### config.mk
export PLATFORM = sky130hd
export DESIGN_NAME = host_mailbox
export DESIGN_NICKNAME = d
export VERILOG_FILES = /design/src/rtl/mbx_pkg.sv /design/src/rtl/mbx_addr_dec.sv /design/src/rtl/mbx_channel.sv /design/src/rtl/host_mailbox.sv
export SDC_FILE = /design/constraint.sdc
export NUM_CORES = 1
export LEC_CHECK = 0
export CAP_MARGIN = 20
export CORE_MARGIN = 1.5
export CORE_UTILIZATION = 50
export CTS_CLUSTER_SIZE = 28
export DETAILED_ROUTE_END_ITERATION = 12
export DONT_BUFFER_PORTS = 1
export HOLD_SLACK_MARGIN = 0.05
export MAX_ROUTING_LAYER = met4
export PLACE_DENSITY = 0.69
export REMOVE_ABC_BUFFERS = 1
export SLEW_MARGIN = 5
export SYNTH_ARGS = -nofsm -noshare
export SYNTH_HDL_FRONTEND = slang
export SYNTH_SLANG_ARGS = --single-unit
export TNS_END_PERCENT = 100
### constraint.sdc
create_clock -name clk -period 1.29 [get_ports clk]
set_input_delay 0.1935 -clock clk [delete_from_list [all_inputs] [get_ports clk]]
set_output_delay 0.1935 -clock clk [all_outputs]
set_load 0.05 [all_outputs]
### src/rtl/mbx_pkg.sv
// Package: shared constants for the host mailbox.
// Assumes a 16-bit host address space and byte-wide mailboxes.
package mbx_pkg;
    localparam int MBX_ADDR_W   = 16;
    localparam int MBX_DATA_W   = 8;
    localparam int MBX_NUM_CH   = 2;
    localparam int MBX_CH_W     = $clog2(MBX_NUM_CH);
    localparam int MBX_HI_W     = MBX_ADDR_W - 4;
    localparam logic [MBX_HI_W-1:0] MBX_BASE_HI = 12'h006;
    // Status byte layout seen by the host
    localparam int STS_CMD_BIT  = 3;
    localparam int STS_FULL_BIT = 1;
    // Address bit carrying the command/data choice, and the channel index field
    localparam int CMD_ADDR_BIT = 2;
    localparam int CH_ADDR_LSB  = 1;
endpackage

### src/rtl/mbx_addr_dec.sv
// Module: mbx_addr_dec
// Decodes host I/O cycles into a one-hot per-channel write enable and a
// one-hot per-channel status-read select.
// Assumes: a window of 16 bytes starting at BASE_HI << 4, with bits 3 and 0 zero.
// The channel index sits at CH_ADDR_LSB and the command choice at CMD_ADDR_BIT.
module mbx_addr_dec
    import mbx_pkg::*;
#(
    parameter int ADDR_W = MBX_ADDR_W,
    parameter int NUM_CH = MBX_NUM_CH,
    parameter logic [ADDR_W-5:0] BASE_HI = MBX_BASE_HI
) (
    input  logic [ADDR_W-1:0] addr,
    input  logic              wr,
    input  logic              rd,
    output logic [NUM_CH-1:0] wr_sel,
    output logic [NUM_CH-1:0] sts_sel,
    output logic              cmd_bit
);
    localparam int CH_W = (NUM_CH > 1) ? $clog2(NUM_CH) : 1;

    logic            win_hit;
    logic [CH_W-1:0] ch_idx;

    // Purpose: match the fixed window and pull out the channel and command bits.
    always_comb begin
        win_hit = (addr[ADDR_W-1:4] == BASE_HI) && !addr[3] && !addr[0];
        ch_idx  = addr[CH_ADDR_LSB +: CH_W];
        cmd_bit = addr[CMD_ADDR_BIT];
    end

    for (genvar g = 0; g < NUM_CH; g++) begin : g_sel
        // Purpose: raise the per-channel strobes for this channel index.
        always_comb begin
            wr_sel[g]  = wr && win_hit && (ch_idx == CH_W'(g));
            sts_sel[g] = rd && win_hit && cmd_bit && (ch_idx == CH_W'(g));
        end
    end
endmodule

### src/rtl/mbx_channel.sv
// Module: mbx_channel
// One mailbox slot: a byte that the host writes, the command flag taken from
// the write alias, and a full flag.
// Assumes: wr_en is high for one cycle per host write. rd_clr marks a local read.
// When both are high in one cycle, the write wins.
module mbx_channel #(
    parameter int DATA_W = 8
) (
    input  logic              clk,
    input  logic              rst_n,
    input  logic              wr_en,
    input  logic              cmd_in,
    input  logic [DATA_W-1:0] wdata,
    input  logic              rd_clr,
    output logic [DATA_W-1:0] data_q,
    output logic              cd_q,
    output logic              full_q
);
    // Purpose: capture the host byte; not reset, its content is undefined until written.
    always_ff @(posedge clk) begin
        if (wr_en) data_q <= wdata;
    end

    // Purpose: latch the command/data choice and track the full flag.
    always_ff @(posedge clk) begin
        if (!rst_n) begin
            cd_q   <= 1'b0;
            full_q <= 1'b0;
        end else begin
            if (wr_en)       cd_q <= cmd_in;
            if (wr_en)       full_q <= 1'b1;
            else if (rd_clr) full_q <= 1'b0;
        end
    end

    assert_capture_R1: assert property (@(posedge clk) disable iff (!rst_n)
        wr_en |=> data_q == $past(wdata));
    assert_cmd_latch_R2: assert property (@(posedge clk) disable iff (!rst_n)
        wr_en |=> cd_q == $past(cmd_in));
    assert_cmd_hold_R4: assert property (@(posedge clk) disable iff (!rst_n)
        !wr_en |=> $stable(cd_q));
    assert_full_set_R5: assert property (@(posedge clk) disable iff (!rst_n)
        wr_en |=> full_q);
    assert_full_clear_R6: assert property (@(posedge clk) disable iff (!rst_n)
        (rd_clr && !wr_en) |=> !full_q);
    assert_write_wins_R7: assert property (@(posedge clk) disable iff (!rst_n)
        (rd_clr && wr_en) |=> full_q && data_q == $past(wdata));
endmodule

### src/rtl/host_mailbox.sv
// Module: host_mailbox (top)
// A bank of host-to-local mailboxes behind a decoded I/O bus. It holds the
// address decoder, one slot per channel, and the read muxes for both sides.
// Assumes: a single clock domain, one-cycle host strobes, and DATA_W >= 4 so
// that the status bits fit.
module host_mailbox
    import mbx_pkg::*;
#(
    parameter int ADDR_W = MBX_ADDR_W,
    parameter int DATA_W = MBX_DATA_W,
    parameter int NUM_CH = MBX_NUM_CH,
    parameter logic [ADDR_W-5:0] BASE_HI = MBX_BASE_HI
) (
    input  logic                          clk,
    input  logic                          rst_n,
    input  logic [ADDR_W-1:0]             host_addr,
    input  logic [DATA_W-1:0]             host_wdata,
    input  logic                          host_wr,
    input  logic                          host_rd,
    output logic [DATA_W-1:0]             host_rdata,
    input  logic [$clog2(NUM_CH)-1:0]     loc_sel,
    input  logic                          loc_rd,
    output logic [DATA_W-1:0]             loc_rdata,
    output logic [NUM_CH-1:0]             ibf_flags,
    output logic [NUM_CH-1:0]             cd_flags
);
    localparam int SEL_W = $clog2(NUM_CH);

    logic [NUM_CH-1:0] wr_sel;
    logic [NUM_CH-1:0] sts_sel;
    logic              cmd_bit;
    logic [DATA_W-1:0] slot_data [NUM_CH];

    mbx_addr_dec #(
        .ADDR_W (ADDR_W),
        .NUM_CH (NUM_CH),
        .BASE_HI(BASE_HI)
    ) u_dec (
        .addr   (host_addr),
        .wr     (host_wr),
        .rd     (host_rd),
        .wr_sel (wr_sel),
        .sts_sel(sts_sel),
        .cmd_bit(cmd_bit)
    );

    for (genvar g = 0; g < NUM_CH; g++) begin : g_ch
        logic rd_here;
        // Purpose: route the local read strobe to the selected slot.
        always_comb rd_here = loc_rd && (loc_sel == SEL_W'(g));

        mbx_channel #(.DATA_W(DATA_W)) u_slot (
            .clk   (clk),
            .rst_n (rst_n),
            .wr_en (wr_sel[g]),
            .cmd_in(cmd_bit),
            .wdata (host_wdata),
            .rd_clr(rd_here),
            .data_q(slot_data[g]),
            .cd_q  (cd_flags[g]),
            .full_q(ibf_flags[g])
        );
    end

    // Purpose: local read port, showing the byte of the selected slot.
    always_comb loc_rdata = slot_data[loc_sel];

    // Purpose: host status read, returning the selected slot's flags or zero.
    always_comb begin
        host_rdata = '0;
        for (int i = 0; i < NUM_CH; i++) begin
            if (sts_sel[i]) begin
                host_rdata[STS_CMD_BIT]  = cd_flags[i];
                host_rdata[STS_FULL_BIT] = ibf_flags[i];
            end
        end
    end

    assert_reset_clear_R9: assert property (@(posedge clk)
        $rose(rst_n) |-> (ibf_flags == '0) && (cd_flags == '0));
    assert_stray_write_R4: assert property (@(posedge clk) disable iff (!rst_n)
        (host_wr && !loc_rd &&
         ((host_addr[ADDR_W-1:4] != BASE_HI) || host_addr[3] || host_addr[0]))
        |=> $stable(ibf_flags) && $stable(cd_flags));
    assert_status_bits_R8: assert property (@(posedge clk) disable iff (!rst_n)
        (host_rd && host_addr[CMD_ADDR_BIT] && (host_addr[ADDR_W-1:4] == BASE_HI)
         && !host_addr[3] && !host_addr[0])
        |-> host_rdata[STS_CMD_BIT] == cd_flags[host_addr[CH_ADDR_LSB +: SEL_W]]
            && host_rdata[STS_FULL_BIT] == ibf_flags[host_addr[CH_ADDR_LSB +: SEL_W]]);
    assert_idle_read_zero_R8: assert property (@(posedge clk) disable iff (!rst_n)
        !host_rd |-> host_rdata == '0);
endmodule

==> impl_metrics.tcl <==
set metrics [dict create \
    status "completed" \
    setup_viol 0 \
    p_leak_nw 0.451 \
    min_period_ps 1250 \
    die_area_um2 2140 \
    cpPeakStageDelay_ps 390 \
    syn2layout_area_growth_pct 23.5 \
    power_density_nw_per_um2 1140 \
    grt_pass1_vias 526 \
    r2r_setup_slack_ps 320 \
    synth_compound_area_frac 0.0294 \
    peakVddDrop_uv 917 \
    cts_tree "done" \
    path_max_fanout 1 \
    cts_sinks 20 \
    timing.critical_path.to "loc_rdata[4]" \
    port-buffer-count 0 \
    core_um2 1750 \
    required_ps 1100 \
    firstDrtPassIters 4 \
    initial_core_util 0.536 \
    die-width_um 46.3 \
    clock_path_buffers 2 \
    path_cells "mux2_4" \
    drv_slew 0 \
    numCtsBuffers 3 \
    path_class "reg -> out" \
    synth.ff_latch_count 20 \
    synth-adder-area-share 0 \
    track_usage 0.165 \
    reg2reg_depth 3 \
    yosys.area_share.simple 0.135 \
    fillers 136 \
    fin_skew_ps 0 \
    power.total_mw 1.32 \
    grt_max_degree 13 \
    hold_depth 2 \
    fin_crit_sh 0.968 \
    muxShareOfSynthArea 0.139 \
    place_inst 92 \
    antenna_found_initial 0 \
    synth_top_family_by_area "multiplexers" \
    avgSynthCellArea_um2 14.6 \
    crit_path_start_kind "flop" \
    cp_num_buf_inv 0 \
    cp-end-kind "output port" \
    die_y_um 46.3 \
    final_area_um2 1160 \
    cp_top_family "flip-flops" \
    drive_above_1_share 0.296 \
    route.detailed.drc 0 \
    diodes 0 \
    nets 112 \
    clk_latency_ps 290 \
    placed_cell_area_um2 973 \
    instances_no_fill 106 \
    wirelength_mm 1.64 \
    r2r_end "g_ch[1].u_slot.full_q" \
    path_clk_slew_ps 110 \
    max_freq_ghz 0.801 \
    cap_viol_max_count 0 \
    r2r-start "g_ch[1].u_slot.full_q" \
    critPathArrivalTime_ps 1060 \
    drtIter0Drc 5 \
    ant_nets 0 \
    crit_start "g_ch[0].u_slot.data_q[4]" \
    synth-warning-count 0 \
    io_pins 50 \
    via_per_inst 5.21 \
    row_count 15 \
    post-route-util 0.662 \
    cp.depth 1 \
    wl_per_cell_um 15.4 \
    ys_seq_area_frac 0.599 \
    syn_inst 64 \
    slowest_stage "edfxtp_1" \
    htreeDepth 1 \
    gr-total-overflow 0 \
    setup_tns_ps 0 \
    cts_root_buf "clkbuf_4" \
    hold_violations 0 \
    dr_total_vias 552 \
    grt_pass1_wl_mm 2.26 \
    syn_area_um2 936 \
    hp-class "in -> reg" \
    yosys.area_share.xor_xnor 0 \
    synth_cell_types 20 \
    gp_congestion 0.708 \
]
## cells by family after synthesis
kind of cell | count (synthesis)
flip-flops | 20
multiplexers | 12
other | 1
AND/OR/NAND/NOR | 14
buffers and inverters | 13
AO/OA/AOI/OAI | 4
## state kept, by name, indices dropped and copies added (netlist names)
name / count
g_ch.u_slot.full_q: 2
g_ch.u_slot.cd_q: 2
g_ch.u_slot.data_q: 16
## layout make-up
class                           count  area (µm²)  share of cell area
Sequential cell                    20         561               0.485
Inverter                            2        7.51             0.00649
Multi-Input combinational cell     36         337               0.291
Clock inverter                      1        30.0              0.0260
Tap cell                           25        31.3              0.0271
Timing Repair Buffer               19         168               0.145
Clock buffer                        3        22.5              0.0195
## what timing repair did
action / CTS / global route
endpoints found under the hold margin: 20 / 0
setup buffers: 0 / 0
setup endpoints to repair: 0 / 8
hold buffers: 10 / 0
resized for setup: 0 / 8
## worst min path at each step
stage,end,from
6_report,g_ch[0].u_slot.cd_q,rst_n
5_1_grt,g_ch[1].u_slot.cd_q,rst_n
3_3_place_gp,g_ch[1].u_slot.data_q[4],host_wdata[4]
2_1_floorplan,g_ch[0].u_slot.data_q[0],host_wdata[0]
3_5_place_dp,g_ch[1].u_slot.data_q[4],host_wdata[4]
4_1_cts,g_ch[0].u_slot.cd_q,rst_n
## metrics by stage
step,hold slack [ps],setup WS [ps]
floorplan,292,-338
global placement,292,111
detailed placement,292,86.9
CTS,53.5,0.675
global route,67.3,-4.97
finish,67.4,40.8
## layout by cell type, fill, tap and decap left out, types with 3 or more instances in the layout
| cell | count |
|---|---|
| nand2_1 | 3 |
| buf_4 | 9 |
| edfxtp_1 | 16 |
| clkbuf_4 | 3 |
| mux2_4 | 8 |
| conb_1 | 6 |
| dlygate4sd3_1 | 10 |
| mux2i_1 | 4 |
| dfxtp_1 | 4 |
## cells in the mapped netlist
| library cell | number | share of area |
|---|---|---|
| edfxtp_1 | 16 | 0.51 |
| buf_4 | 10 | 0.080 |
| mux2_2 | 8 | 0.096 |
| dfxtp_1 | 4 | 0.086 |
| mux2i_1 | 4 | 0.043 |
| nand2_1 | 3 | 0.012 |
| inv_1 | 2 | 0.0080 |
| nand4_1 | 2 | 0.013 |
| nor2_1 | 2 | 0.0080 |
| nor4_4 | 2 | 0.045 |
| nor4bb_1 | 2 | 0.021 |
| a21boi_0 | 1 | 0.0080 |
| a21boi_1 | 1 | 0.0080 |
| and4_4 | 1 | 0.012 |
| and4bb_1 | 1 | 0.013 |
| buf_2 | 1 | 0.0053 |
| conb_1 | 1 | 0.0040 |
| nor4b_1 | 1 | 0.0094 |
| o21a_1 | 1 | 0.0080 |
| o21ai_0 | 1 | 0.0053 |
## power by group
group | switching [mW] | leakage, nW | internal, mW
Sequential | 0.00000481 | 0.176 | 0.694
Combinational | 0.0763 | 0.247 | 0.0450
Clock | 0.186 | 0.0279 | 0.314
## metal layers
| metal | vias up | part of all wire | wire length (µm) | global-route usage |
|---|---|---|---|---|
| li1 | 257 | - | - | - |
| met1 | 268 | 0.39 | 639 | 0.179 |
| met2 | 25 | 0.55 | 907 | 0.281 |
| met3 | 2 | 0.046 | 76 | 0.0353 |
| met4 | 0 | 0.0067 | 11 | 0.0857 |
| met5 | - | 0 | 0 | - |
(Power assumes the default switching activity.)
